`config.mk`:
```
export PLATFORM = sky130hd
export DESIGN_NAME = gpio_pad_ctrl
export DESIGN_NICKNAME = d
export VERILOG_FILES = /design/src/rtl/gpio_pad_pkg.sv /design/src/rtl/gpio_pad_sync.sv /design/src/rtl/gpio_pad_decode.sv /design/src/rtl/gpio_pad_pin_regs.sv /design/src/rtl/gpio_pad_ctrl.sv
export SDC_FILE = /design/constraint.sdc
export NUM_CORES = 1
export LEC_CHECK = 0
export BUFFER_PORTS_ARGS = -buffer_cell sky130_fd_sc_hd__buf_2
export CAP_MARGIN = 5
export CORE_AREA = 2 2 361 363
export DETAILED_ROUTE_END_ITERATION = 12
export DIE_AREA = 0 0 363 365
export GPL_TIMING_DRIVEN = 0
export PLACE_DENSITY = 0.53
export SYNTH_ARGS = -nofsm -noshare
export SYNTH_HDL_FRONTEND = slang
export SYNTH_SLANG_ARGS = --single-unit
```
`constraint.sdc`:
```
create_clock -name clk_i -period 4.35 [get_ports clk_i]
set_clock_uncertainty 0.1 [all_clocks]
set_input_delay 0.87 -clock clk_i [delete_from_list [all_inputs] [get_ports clk_i]]
set_output_delay 0.87 -clock clk_i [all_outputs]
set_load 0.02 [all_outputs]
```
`src/rtl/gpio_pad_pkg.sv`:
```
package gpio_pad_pkg;

  localparam int unsigned CFG_BASE = 32'h100;

  typedef struct packed {
    logic out_lvl;
    logic trig_lvl;
    logic trig_inv;
    logic dir_in;
    logic gpio_sel;
  } ctl_t;

  typedef struct packed {
    logic       sense_dis;
    logic [1:0] pull;
  } padcfg_t;

  localparam ctl_t CTL_RST = '{out_lvl: 1'b0, trig_lvl: 1'b0, trig_inv: 1'b0,
                               dir_in: 1'b1, gpio_sel: 1'b0};
  localparam padcfg_t PADCFG_RST = '{sense_dis: 1'b1, pull: 2'b00};

  function automatic logic [31:0] ctl_word(ctl_t c, logic in_lvl);
    logic [31:0] w;
    w     = '0;
    w[31] = c.out_lvl;
    w[30] = in_lvl;
    w[4]  = c.trig_lvl;
    w[3]  = c.trig_inv;
    w[2]  = c.dir_in;
    w[0]  = c.gpio_sel;
    return w;
  endfunction

endpackage

```
`src/rtl/gpio_pad_sync.sv`:
```
module gpio_pad_sync #(
  parameter int WIDTH = 8
) (
  input  logic             clk_i,
  input  logic             rst_ni,
  input  logic [WIDTH-1:0] d_i,
  output logic [WIDTH-1:0] q_o
);
  logic [WIDTH-1:0] meta_q, sync_q;

  always_ff @(posedge clk_i or negedge rst_ni) begin
    if (!rst_ni) begin
      meta_q <= '0;
      sync_q <= '0;
    end else begin
      meta_q <= d_i;
      sync_q <= meta_q;
    end
  end

  assign q_o = sync_q;
endmodule

```
`src/rtl/gpio_pad_decode.sv`:
```
module gpio_pad_decode
  import gpio_pad_pkg::*;
#(
  parameter int NUM_PINS = 94,
  parameter int ADDR_W   = 12,
  parameter int NGRP     = 3,
  parameter int PIN_W    = 7,
  parameter int GRP_W    = 2
) (
  input  logic [ADDR_W-1:0] addr_i,
  output logic              own_hit_o,
  output logic [GRP_W-1:0]  grp_o,
  output logic              cfg_hit_o,
  output logic              cfg_hi_o,
  output logic [PIN_W-1:0]  pin_o
);
  localparam int IDX_W = ADDR_W - 3;

  logic [ADDR_W-1:0] rel;
  logic [IDX_W-1:0]  idx;
  logic              in_cfg;

  assign rel    = addr_i - ADDR_W'(CFG_BASE);
  assign idx    = rel[ADDR_W-1:3];
  assign in_cfg = addr_i >= ADDR_W'(CFG_BASE);

  assign cfg_hit_o = in_cfg && (rel[1:0] == 2'b00) && (idx < IDX_W'(NUM_PINS));
  assign cfg_hi_o  = rel[2];
  assign pin_o     = PIN_W'(idx);

  assign own_hit_o = (addr_i < ADDR_W'(4 * NGRP)) && (addr_i[1:0] == 2'b00);
  assign grp_o     = GRP_W'(addr_i[ADDR_W-1:2]);
endmodule

```
`src/rtl/gpio_pad_pin_regs.sv`:
```
module gpio_pad_pin_regs
  import gpio_pad_pkg::*;
(
  input  logic    clk_i,
  input  logic    rst_ni,
  input  logic    we_ctl_i,
  input  logic    we_pad_i,
  input  ctl_t    ctl_d_i,
  input  padcfg_t pad_d_i,
  output ctl_t    ctl_o,
  output padcfg_t pad_o
);
  always_ff @(posedge clk_i or negedge rst_ni) begin
    if (!rst_ni) begin
      ctl_o <= CTL_RST;
      pad_o <= PADCFG_RST;
    end else begin
      if (we_ctl_i) ctl_o <= ctl_d_i;
      if (we_pad_i) pad_o <= pad_d_i;
    end
  end
endmodule

```
`src/rtl/gpio_pad_ctrl.sv`:
```
module gpio_pad_ctrl
  import gpio_pad_pkg::*;
#(
  parameter int                  NUM_PINS = 94,
  parameter int                  ADDR_W   = 12,
  parameter logic [NUM_PINS-1:0] OWN_MAP  = '1
) (
  input  logic                  clk_i,
  input  logic                  rst_ni,
  input  logic [ADDR_W-1:0]     addr_i,
  input  logic                  we_i,
  input  logic [31:0]           wdata_i,
  output logic [31:0]           rdata_o,
  input  logic [NUM_PINS-1:0]   pad_i,
  output logic [NUM_PINS-1:0]   pad_o,
  output logic [NUM_PINS-1:0]   pad_oe_o,
  output logic [NUM_PINS-1:0]   gpio_mode_o,
  output logic [NUM_PINS-1:0]   in_lvl_o,
  output logic [NUM_PINS-1:0]   trig_lvl_o,
  output logic [NUM_PINS-1:0]   trig_inv_o,
  output logic [2*NUM_PINS-1:0] pull_o
);
  localparam int NGRP  = (NUM_PINS + 31) / 32;
  localparam int PIN_W = (NUM_PINS > 1) ? $clog2(NUM_PINS) : 1;
  localparam int GRP_W = (NGRP > 1) ? $clog2(NGRP) : 1;
  localparam int OWN_W = NGRP * 32;
  localparam logic [OWN_W-1:0] OWN_PAD = OWN_W'(OWN_MAP);

  logic             own_hit, cfg_hit, cfg_hi;
  logic [GRP_W-1:0] grp;
  logic [PIN_W-1:0] pin;

  gpio_pad_decode #(
    .NUM_PINS(NUM_PINS), .ADDR_W(ADDR_W), .NGRP(NGRP),
    .PIN_W(PIN_W), .GRP_W(GRP_W)
  ) u_decode (
    .addr_i   (addr_i),
    .own_hit_o(own_hit),
    .grp_o    (grp),
    .cfg_hit_o(cfg_hit),
    .cfg_hi_o (cfg_hi),
    .pin_o    (pin)
  );

  ctl_t    wr_ctl;
  padcfg_t wr_pad;
  logic    unused_wdata;

  assign wr_ctl = '{out_lvl: wdata_i[31], trig_lvl: wdata_i[4], trig_inv: wdata_i[3],
                    dir_in: wdata_i[2], gpio_sel: wdata_i[0]};
  assign wr_pad = '{sense_dis: wdata_i[2], pull: wdata_i[1:0]};
  assign unused_wdata = ^wdata_i[30:5];

  ctl_t                ctl_q [NUM_PINS];
  padcfg_t             padc_q[NUM_PINS];
  logic [NUM_PINS-1:0] sync_in, in_vis;

  gpio_pad_sync #(.WIDTH(NUM_PINS)) u_sync (
    .clk_i (clk_i),
    .rst_ni(rst_ni),
    .d_i   (pad_i),
    .q_o   (sync_in)
  );

  for (genvar k = 0; k < NUM_PINS; k++) begin : g_pin
    logic sel;
    assign sel = we_i && cfg_hit && (pin == PIN_W'(k));

    gpio_pad_pin_regs u_regs (
      .clk_i   (clk_i),
      .rst_ni  (rst_ni),
      .we_ctl_i(sel && !cfg_hi),
      .we_pad_i(sel && cfg_hi),
      .ctl_d_i (wr_ctl),
      .pad_d_i (wr_pad),
      .ctl_o   (ctl_q[k]),
      .pad_o   (padc_q[k])
    );

    // sensing off forces the level low, both at the port and on readback
    assign in_vis[k]         = sync_in[k] & ~padc_q[k].sense_dis;
    assign pad_o[k]          = ctl_q[k].out_lvl;
    assign pad_oe_o[k]       = ctl_q[k].gpio_sel & ~ctl_q[k].dir_in;
    assign gpio_mode_o[k]    = ctl_q[k].gpio_sel;
    assign trig_lvl_o[k]     = ctl_q[k].trig_lvl;
    assign trig_inv_o[k]     = ctl_q[k].trig_inv;
    assign pull_o[2*k +: 2]  = padc_q[k].pull;
  end

  assign in_lvl_o = in_vis;

  always_comb begin
    rdata_o = '0;
    if (own_hit) begin
      rdata_o = OWN_PAD[32*grp +: 32];
    end else if (cfg_hit) begin
      if (cfg_hi) rdata_o = {29'b0, padc_q[pin]};
      else        rdata_o = ctl_word(ctl_q[pin], in_vis[pin]);
    end
  end
endmodule

```
Yosys cells after proc, flatten, opt, wreduce, memory -nomap -nowiden

Cells that the tools add are included.

Register bits after elaboration: 940
Input bits: 141
Output and inout port bits: 784
Logic and storage cells: 1438

$add $sub $neg: 1
Magnitude comparators: 5
Equality and inequality tests: 93
Shift operators: 1
Muxes and demuxes: 11
Bitwise operators: 377
Reduce and logical (&&, ||, !) cells: 290

Operators by type and width:

| kind                                                        | count |
|---|---|
| logical AND 1 bit                                           | 286 |
| equality test 7 x 6 -> 1 bit (second input constant)        | 32 |
| equality test 7 bit (second input constant)                 | 30 |
| AND 1 bit                                                   | 188 |
| NOT 1 bit                                                   | 188 |
| equality test 7 x 5 -> 1 bit (second input constant)        | 16 |
| two-way mux 32 bit                                          | 3 |
| indexed part select 96 x 8 -> 32 bit (first input constant) | 1 |
| equality test 7 x 4 -> 1 bit (second input constant)        | 8 |
| binary-select mux 5 bit (select 7 bit)                      | 1 |
| equality test 7 x 3 -> 1 bit (second input constant)        | 4 |
| binary-select mux 3 bit (select 7 bit)                      | 1 |
| equality test 7 x 2 -> 1 bit (second input constant)        | 2 |
| >= comparator 12 x 9 -> 1 bit (second input constant)       | 1 |
| < comparator 12 x 4 -> 1 bit (second input constant)        | 1 |
| subtractor 12 x 9 -> 12 bit (second input constant)         | 1 |
| two-way mux 5 bit                                           | 2 |
| < comparator 9 x 7 -> 1 bit (second input constant)         | 1 |
| >= comparator 8 bit (second input constant)                 | 1 |
| < comparator 7 x 8 -> 1 bit (second input constant)         | 1 |
| NOT 7 -> 8 bit                                              | 1 |
| binary-select mux 1 bit (select 7 bit)                      | 1 |
| equality test 7 x 1 -> 1 bit (second input constant)        | 1 |
| zero test 7 bit                                             | 1 |
| 4 further kinds                                             | 6 |

Logic depth before layout (Yosys ltp)

Gate-level depths: netlist (run 1).

Depth after elaboration: 8
Mapped depth: 12
Gate-level depth less buffers: 9

By module

A second synthesis (run 1) with hierarchy kept.

Cells, all modules: 2799
Area, all modules: 42020.3 µm²

By module, submodules not included:

| module            | times used | cells each | area an instance (µm²) | sequential area each (µm²) |
|---|---|---|---|---|
| gpio_pad_pin_regs | 94         | 16         | 292.8                  | 202.7 |
| gpio_pad_ctrl     | 1          | 1083       | 9614.2                 | 0.0 |
| gpio_pad_sync     | 1          | 188        | 4704.5                 | 4704.5 |
| gpio_pad_decode   | 1          | 24         | 180.2                  | 0.0 |

Least setup slack after synthesis (run 1)

No wires, ideal clock.

Kind: input port to output port
Start: input addr_i[8]
End: output rdata_o[0]
Data arrival time: 3381 ps
Required time: 3380 ps
Slack: -1 ps
Cell stages on the path: 10
Buffers on the path: 2
Cell sequence: buf_2 > inv_2 > clkbuf_1 > ha_1 > nor3b_1 > nand4_1 > inv_1 > nor2_1 > and3_1 > a31oi_1

Longest elaborated chain between the ends: 8
Elaborated cells between the ends (all ways): 17
Classes of those cells: 1 x add/sub; 3 x order compare; 9 x mux; 1 x bitwise; 3 x reduce/logical

Ends and longest elaborated chain:

| element                                                                                                 | RTL line                                 | RTL |
|---|---|---|
| start, declared                                                                                         | gpio_pad_ctrl.sv:10                      | `input logic [ADDR_W-1:0] addr_i,` |
| subtractor 12 x 9 -> 12 bit                                                                             | gpio_pad_decode.sv:23                    | `assign rel = addr_i - ADDR_W'(CFG_BASE);` |
| NOT 7 -> 8 bit (not written as such)                                                                    | gpio_pad_ctrl.sv:97, gpio_pad_ctrl.sv:98 |  |
| binary-select mux 5 bit (select 7 bit) / binary-select mux 3 bit (select 7 bit) (equally long branches) | gpio_pad_ctrl.sv:98, gpio_pad_ctrl.sv:97 |  |
| two-way mux 5 bit (not written as such) / two-way mux 3 bit (equally long branches) (2 in series)       | gpio_pad_ctrl.sv:98, gpio_pad_ctrl.sv:97 |  |
| two-way mux 32 bit                                                                                      | gpio_pad_ctrl.sv:97                      | `if (cfg_hi) rdata_o = {29'b0, padc_q[pin]};` |
| two-way mux 32 bit                                                                                      | gpio_pad_ctrl.sv:96                      | `end else if (cfg_hit) begin` |
| two-way mux 32 bit (*)                                                                                  | gpio_pad_ctrl.sv:94                      | `if (own_hit) begin` |
| end, declared                                                                                           | gpio_pad_ctrl.sv:13                      | `output logic [31:0] rdata_o,` |

Every way passes the cells marked *; elsewhere a longest branch is shown, timed or not. The select of a mux whose other input is x is not followed.

Final worst setup path (run 1)

Start: input addr_i[3]
End: output rdata_o[2]

Same word-level chain as after synthesis.

==> results of run 1 <==
how the worst max path moves through the flow:
| stage | from | to | slack (ns) | cells past startpoint |
|---|---|---|---|---|
| after global routing | addr_i[3] | rdata_o[2] | -0.26 | 10 |
| after detailed placement | addr_i[8] | rdata_o[4] | -3.74 | 12 |
| after global placement | rst_ni | g_pin[1].u_regs.ctl_o[4]$_DFFE_PN0P_ | -19.16 | 1 |
| after floorplan | addr_i[8] | rdata_o[3] | 0.005 | 12 |
| after CTS | addr_i[3] | rdata_o[2] | -0.26 | 10 |
| final | addr_i[3] | rdata_o[2] | -0.28 | 10 |
through the flow:
stage	total power, mW	utilization (%)	cells	hold WS [ns]
2_1_floorplan	9.66	-	3393	0.231
4_1_cts	20.3	46.3	6252	0.0998
3_5_place_dp	10.6	41.6	5973	0.235
5_1_grt	20.8	46.5	6274	0.122
3_3_place_gp	10.6	41.3	5959	0.234
6_report	20.3	46.6	6287	0.142
layer usage:
metal,wire length (µm),vias to the layer above,GRT usage (%)
met2,111000,1682,56.7
met3,16500,455,7.32
met5,134,-,0
met1,93100,18400,43.5
li1,-,13800,-
met4,12800,22,16.3
cell usage after synthesis (4+ instances only):
cell type,instances
and2_1,7
a31oi_1,9
o22ai_1,21
buf_6,8
mux2_1,6
dfrtp_1,752
buf_4,607
inv_1,6
a221oi_1,7
nand2b_1,5
a22oi_1,10
nor2b_1,198
nor2_1,151
o211ai_1,5
dfstp_2,188
a2111oi_0,5
o221ai_1,4
buf_1,7
buf_2,38
a211oi_1,14
mux2_2,748
clkbuf_1,117
nor4_1,6
nor3_1,11
nand4_1,5
nand2_1,41
a311oi_1,5
a21oi_1,15
mux4_2,198
mux2i_1,46
o21ai_0,17
a222oi_1,4
nor2_2,21
nand3_1,14
nor2_4,40
nor3b_1,4
power breakdown:
group	internal, mW	switching [mW]
combinational	0.573	1.27
sequential	8.87	0.0580
clock	5.54	4.00
cell type report:
| type | instances | area share, % |
|---|---|---|
| Inverter | 10 | 0.0982 |
| Tap cell | 1675 | 3.50 |
| Timing Repair Buffer | 1006 | 9.95 |
| Antenna cell | 15 | 0.0627 |
| Multi-Input combinational cell | 1666 | 30.2 |
| Sequential cell | 940 | 39.7 |
| Buffer | 773 | 10.4 |
| Clock inverter | 43 | 0.921 |
| Clock buffer | 158 | 5.22 |
| Timing Repair inverter | 1 | 0.0125 |
flip-flops by register name, summed over array words and instances, names as in the netlist:
name / cells
g_pin.u_regs.pad_o: 282
u_sync.meta_q: 94
u_sync.q_o: 94
g_pin.u_regs.ctl_o: 470
cells by family after synthesis:
group,after synthesis,share of synthesized area [%]
xor gates and xnor gates,2,0.0376
and+or+nand+nor,527,6.56
AOI/OAI and AO/OA,136,2.10
muxes,998,28.8
DFF,940,51.0
adders and majority gates,3,0.0806
buffers and inverters,787,11.5
worst max-delay path, stage by stage:
cell and delay [ns]:
buf_12 0.11, buf_16 0.17, buf_16 0.15, mux4_2 0.51, a222oi_1 0.66, o21ai_1 0.29
a221o_1 0.43, nand3_2 0.11, a31oi_4 0.16, buf_6 0.18
what timing repair did:
action,CTS,global route
gates resized for setup,357,25
endpoints found under the setup margin,784,21
hold endpoints to repair,31,0
buffers inserted,80,20
pin swaps,27,17
hold buffers,1,0
gates cloned,1,0
==> results.toml, run 1 <==
[status]
status = "complete, but fails checks"
violations = "setup timing"

[yosys]
synth_seq_cells = 940
synth.top_cell.area_share_pct = 40.4
synth_edf_count = 0
ys_seq_area_share_pct = 51.0
syn_area_per_cell_um2 = 13.7
synth_ff_type = "dfrtp_1"
async_reset_ff_share_pct = 100
syn_area_mm2 = 0.0466
synthTopCellsByArea = "dfrtp_1, mux2_2, dfstp_2, buf_4, mux4_2"
syn_inst = 3393
yosys_warnings = 0
synth_nets = 3537
synth.largest_area_cell = "dfrtp_1"
synth_cell_types = 73

[worst_setup_path]
cp.arrival_ns = 3.66
critPathMaxFanout = 7
r2r_slack_ns = 3.23
r2r_cells = 1
reg2reg_to = "g_pin[68].u_regs.ctl_o[0]$_DFFE_PN0P_"
required_ns = 3.38
critPathKind = "input pin to primary output"
start_kind = "input pin"
worst_r2r_startpoint = "g_pin[68].u_regs.ctl_o[0]$_DFFE_PN0P_"
end_kind = "primary output"

[sta]
finalHoldViolations = 0
finalSetupViolCount = 7
fmax_mhz = 216
period_needed_ns = 4.63
setup-tns-final_ns = -1.28
setup_ws_ns = -0.285
worst_slew_pin_slew_ns = 1.49
finalMaxSlewViolations = 0
period_share_pct = 107
rsz0062_at_grt = "true"
slew_headroom_pct = 0.955

[detailed_routing]
drt_iter0_markers = 2705
ant_nets = 0
wl_um = 233000
num_vias = 34300
via_per_inst = 5.46
firstDrtPassIters = 6
wl_per_cell_um = 37.1
drc = 0

[floorplan]
fp.dieW_um = 363
dieArea_mm2 = 0.132
core_mm2 = 0.129
io_pins = 925
start_util_pct = 36.2
die_h_um = 365
num_rows = 132

[clock_tree]
htree_num_levels = 3
clkTransAtPathRegs_ns = 0.06
numCtsBuffers = 107
max-clock-path-buffers = 3
clock-sinks = 940
root_buffer = "clkbuf_16"
cts_tree = "yes"
clk_latency_ns = 0.72

[flow_run]
drv_cap = 0

[final_layout]
num-fill-cells = 12100
area_growth_pct = 28.6
final_common_cell = "buf_2"
multi_input_area_mm2 = 0.0181
fin_area_mm2 = 0.0599
final_layout_size_suffix_gt1_share_pct = 68.6
final_cell_mix = "buf_2, dfrtp_1, mux2_2"
ff_latch_area_mm2 = 0.0238
nNetsFinal = 4649

[grt]
grt_max_degree = 115
grt.total_usage_pct = 34.5
grt_pass1_vias = 34400
antenna_found_initial = 27
grt_pass1_wl_um = 305000
overflow = 0

[power]
peakVddDrop_uv = 362
power-per-cell-area_mw_per_mm2 = 339
leakage_nw = 30.2

[place]
placed_cell_area_mm2 = 0.0535
port_buffers = 891
hpwl_um = 175000
routabilityCongestion = 0.888
dp_slack_ns = -3.74

[min_path]
worst_hold_path.endpoint = "u_sync.meta_q[49]$_DFF_PN0_"
hp-start = "pad_i[49]"
worstHoldPathType = "input pin to flop"
hold_path_depth = 1
Power figures use the tool's default switching activity.
==> run 2, diff against run 1 <==
Settings changed: RECOVER_POWER set to 25.
==> run 2 against run 1 <==
Against the previous run: the flow finishes with violations (capacitance limit, slew limit, setup timing); die area unchanged; sequential share of layout area up 0.089 points; worst setup slack worse by 0.013 ns; global-route usage unchanged; clock power about the same; critical endpoint unchanged; largest cell class unchanged.
==> results.toml, run 2 (same netlist as run 1, synthesis figures left out) <==
[final_layout]
largest_register_ff_count = 470
area_growth_pct = 28.3
fin_area_mm2 = 0.0598
post-route-util_pct = 46.5
nNetsFinal = 4649
instances_no_fill = 6285
reg_top3 = "g_pin.u_regs.ctl_o (470), g_pin.u_regs.pad_o (282)"
final_layout_size_suffix_gt1_share_pct = 67.1
regMostFlops = "g_pin.u_regs.ctl_o"
final_common_cell = "buf_2"
final_cell_mix = "buf_2, dfrtp_1, mux2_2"

[clock_tree]
clock-sinks = 940
clkTransAtPathRegs_ns = 0.06
root_buffer = "clkbuf_16"
cts_tree = "yes"
numCtsBuffers = 107
max-clock-path-buffers = 3
htree_num_levels = 3
clk_latency_ns = 0.72

[detailed_routing]
num_vias = 34300
drt_iter0_markers = 2791
via_per_inst = 5.45
wl_per_cell_um = 37.1
drc = 0
wl_um = 233000
firstDrtPassIters = 5
ant_nets = 0

[flow_run]
drv_cap = 2

[worst_setup_path]
cp.buffers_inverters = 4
end_kind = "primary output"
worst_r2r_startpoint = "g_pin[68].u_regs.ctl_o[0]$_DFFE_PN0P_"
path_common_cell = "buf_16"
cpLargestDelayFamily = "compound AO/OA/AOI/OAI gates"
cp_cell_sequence = "buf_12, buf_16, buf_16, mux4_2, a222oi_1, o21ai_1, a221o_1, nand3_2, a31oi_4, buf_6"
start_kind = "input pin"
r2r_slack_ns = 3.22
cp.arrival_ns = 3.68
r2r_cells = 1
critPathKind = "input pin to primary output"
cp.depth = 10
critPathMaxFanout = 7
max_stage_delay_ns = 0.66
crit_end = "rdata_o[2]"
startpoint = "addr_i[3]"
reg2reg_to = "g_pin[68].u_regs.ctl_o[0]$_DFFE_PN0P_"
slowest_stage = "a222oi_1"
required_ns = 3.38

[grt]
overflow = 0
grt_max_degree = 115
antenna_found_initial = 27
grt.total_usage_pct = 34.5
grt_pass1_vias = 34400
grt_pass1_wl_um = 305000

[place]
placed_cell_area_mm2 = 0.0535
hpwl_um = 175000
routabilityCongestion = 0.888
dpl.cell_count = 5973
port_buffers = 891

[floorplan]
start_util_pct = 36.2
io_pins = 925
dieArea_mm2 = 0.132
core_mm2 = 0.129
num_rows = 132
die_h_um = 365
fp.dieW_um = 363

[sta]
setup_ws_ns = -0.298
finalMaxSlewViolations = 214
finalHoldViolations = 0
setup-tns-final_ns = -1.28
slew_headroom_pct = -58.2
period_share_pct = 107
fmax_mhz = 215
finalSetupViolCount = 7
period_needed_ns = 4.65
worst_slew_pin_slew_ns = 2.37
rsz0062_at_grt = "true"

[power]
peakVddDrop_uv = 362
power-per-cell-area_mw_per_mm2 = 340
leakage_nw = 29.9

[min_path]
hp-start = "pad_i[49]"
worstHoldPathType = "input pin to flop"

[status]
violations = "capacitance limit, slew limit, setup timing"
status = "complete, but fails checks"
==> run 2: changes by cell type in the layout (fill, tap and decap cells not counted), sizes merged <==
| cell | previous run | this run |
|---|---|---|
| diode | 15 | 13 |
| clkbuf | 271 | 341 |
| buf | 1665 | 1595 |
==> run 2: worst min path at each step <==
stage,depth (start not counted),end,slack (ns)
3_3_place_gp,0,u_sync.q_o[24]$_DFF_PN0_,0.23
6_report,1,u_sync.meta_q[49]$_DFF_PN0_,0.14
4_1_cts,1,u_sync.meta_q[49]$_DFF_PN0_,0.1
3_5_place_dp,0,u_sync.q_o[11]$_DFF_PN0_,0.23
5_1_grt,1,u_sync.meta_q[49]$_DFF_PN0_,0.12
2_1_floorplan,0,u_sync.q_o[0]$_DFF_PN0_,0.23
==> run 2: per-layer routing <==
| layer | wire length [µm] | track usage [%] | up-vias |
|---|---|---|---|
| met1 | 93500 | 43.5 | 18400 |
| li1 | - | - | 13800 |
| met5 | 143 | 0 | - |
| met2 | 111000 | 56.7 | 1619 |
| met3 | 15800 | 7.32 | 446 |
| met4 | 12700 | 16.3 | 24 |
==> run 2: metrics by stage <==
stage	power (mW)	worst slack [ns]	hold WS, ns
after floorplan	9.66	0.00508	0.231
after global placement	10.6	-19.16	0.234
after detailed placement	10.6	-3.74	0.235
after CTS	20.3	-0.264	0.0998
after global routing	20.8	-0.262	0.122
final	20.3	-0.298	0.145
==> run 2: area by class of cell <==
class / count / area (µm²)
buffer: 773 / 6240
multi-input combinational: 1666 / 18100
timing repair inverter: 1 / 7.51
inverter: 10 / 58.8
fill: 12100 / 68900
sequential: 940 / 23800
timing repair buffer: 1006 / 5830
antenna: 13 / 32.5
clock inverter: 43 / 552
clock buffer: 158 / 3130
tap: 1675 / 2100
==> run 2: report_power, final <==
group	leakage [nW]	internal [mW]	switching (mW)	total, mW
clock	1.80	5.54	4.00	9.54
sequential	12.0	8.87	0.0581	8.93
combinational	16.1	0.566	1.26	1.83
total	29.9	15.0	5.32	20.3
==> run 2: repair_timing <==
action	in CTS	in global routing
buffers inserted	80	20
hold buffers	1	0
hold endpoints to repair	31	0
cloned	1	0
resized for setup	357	25
pin swaps	27	17
endpoints found under the setup margin	784	21
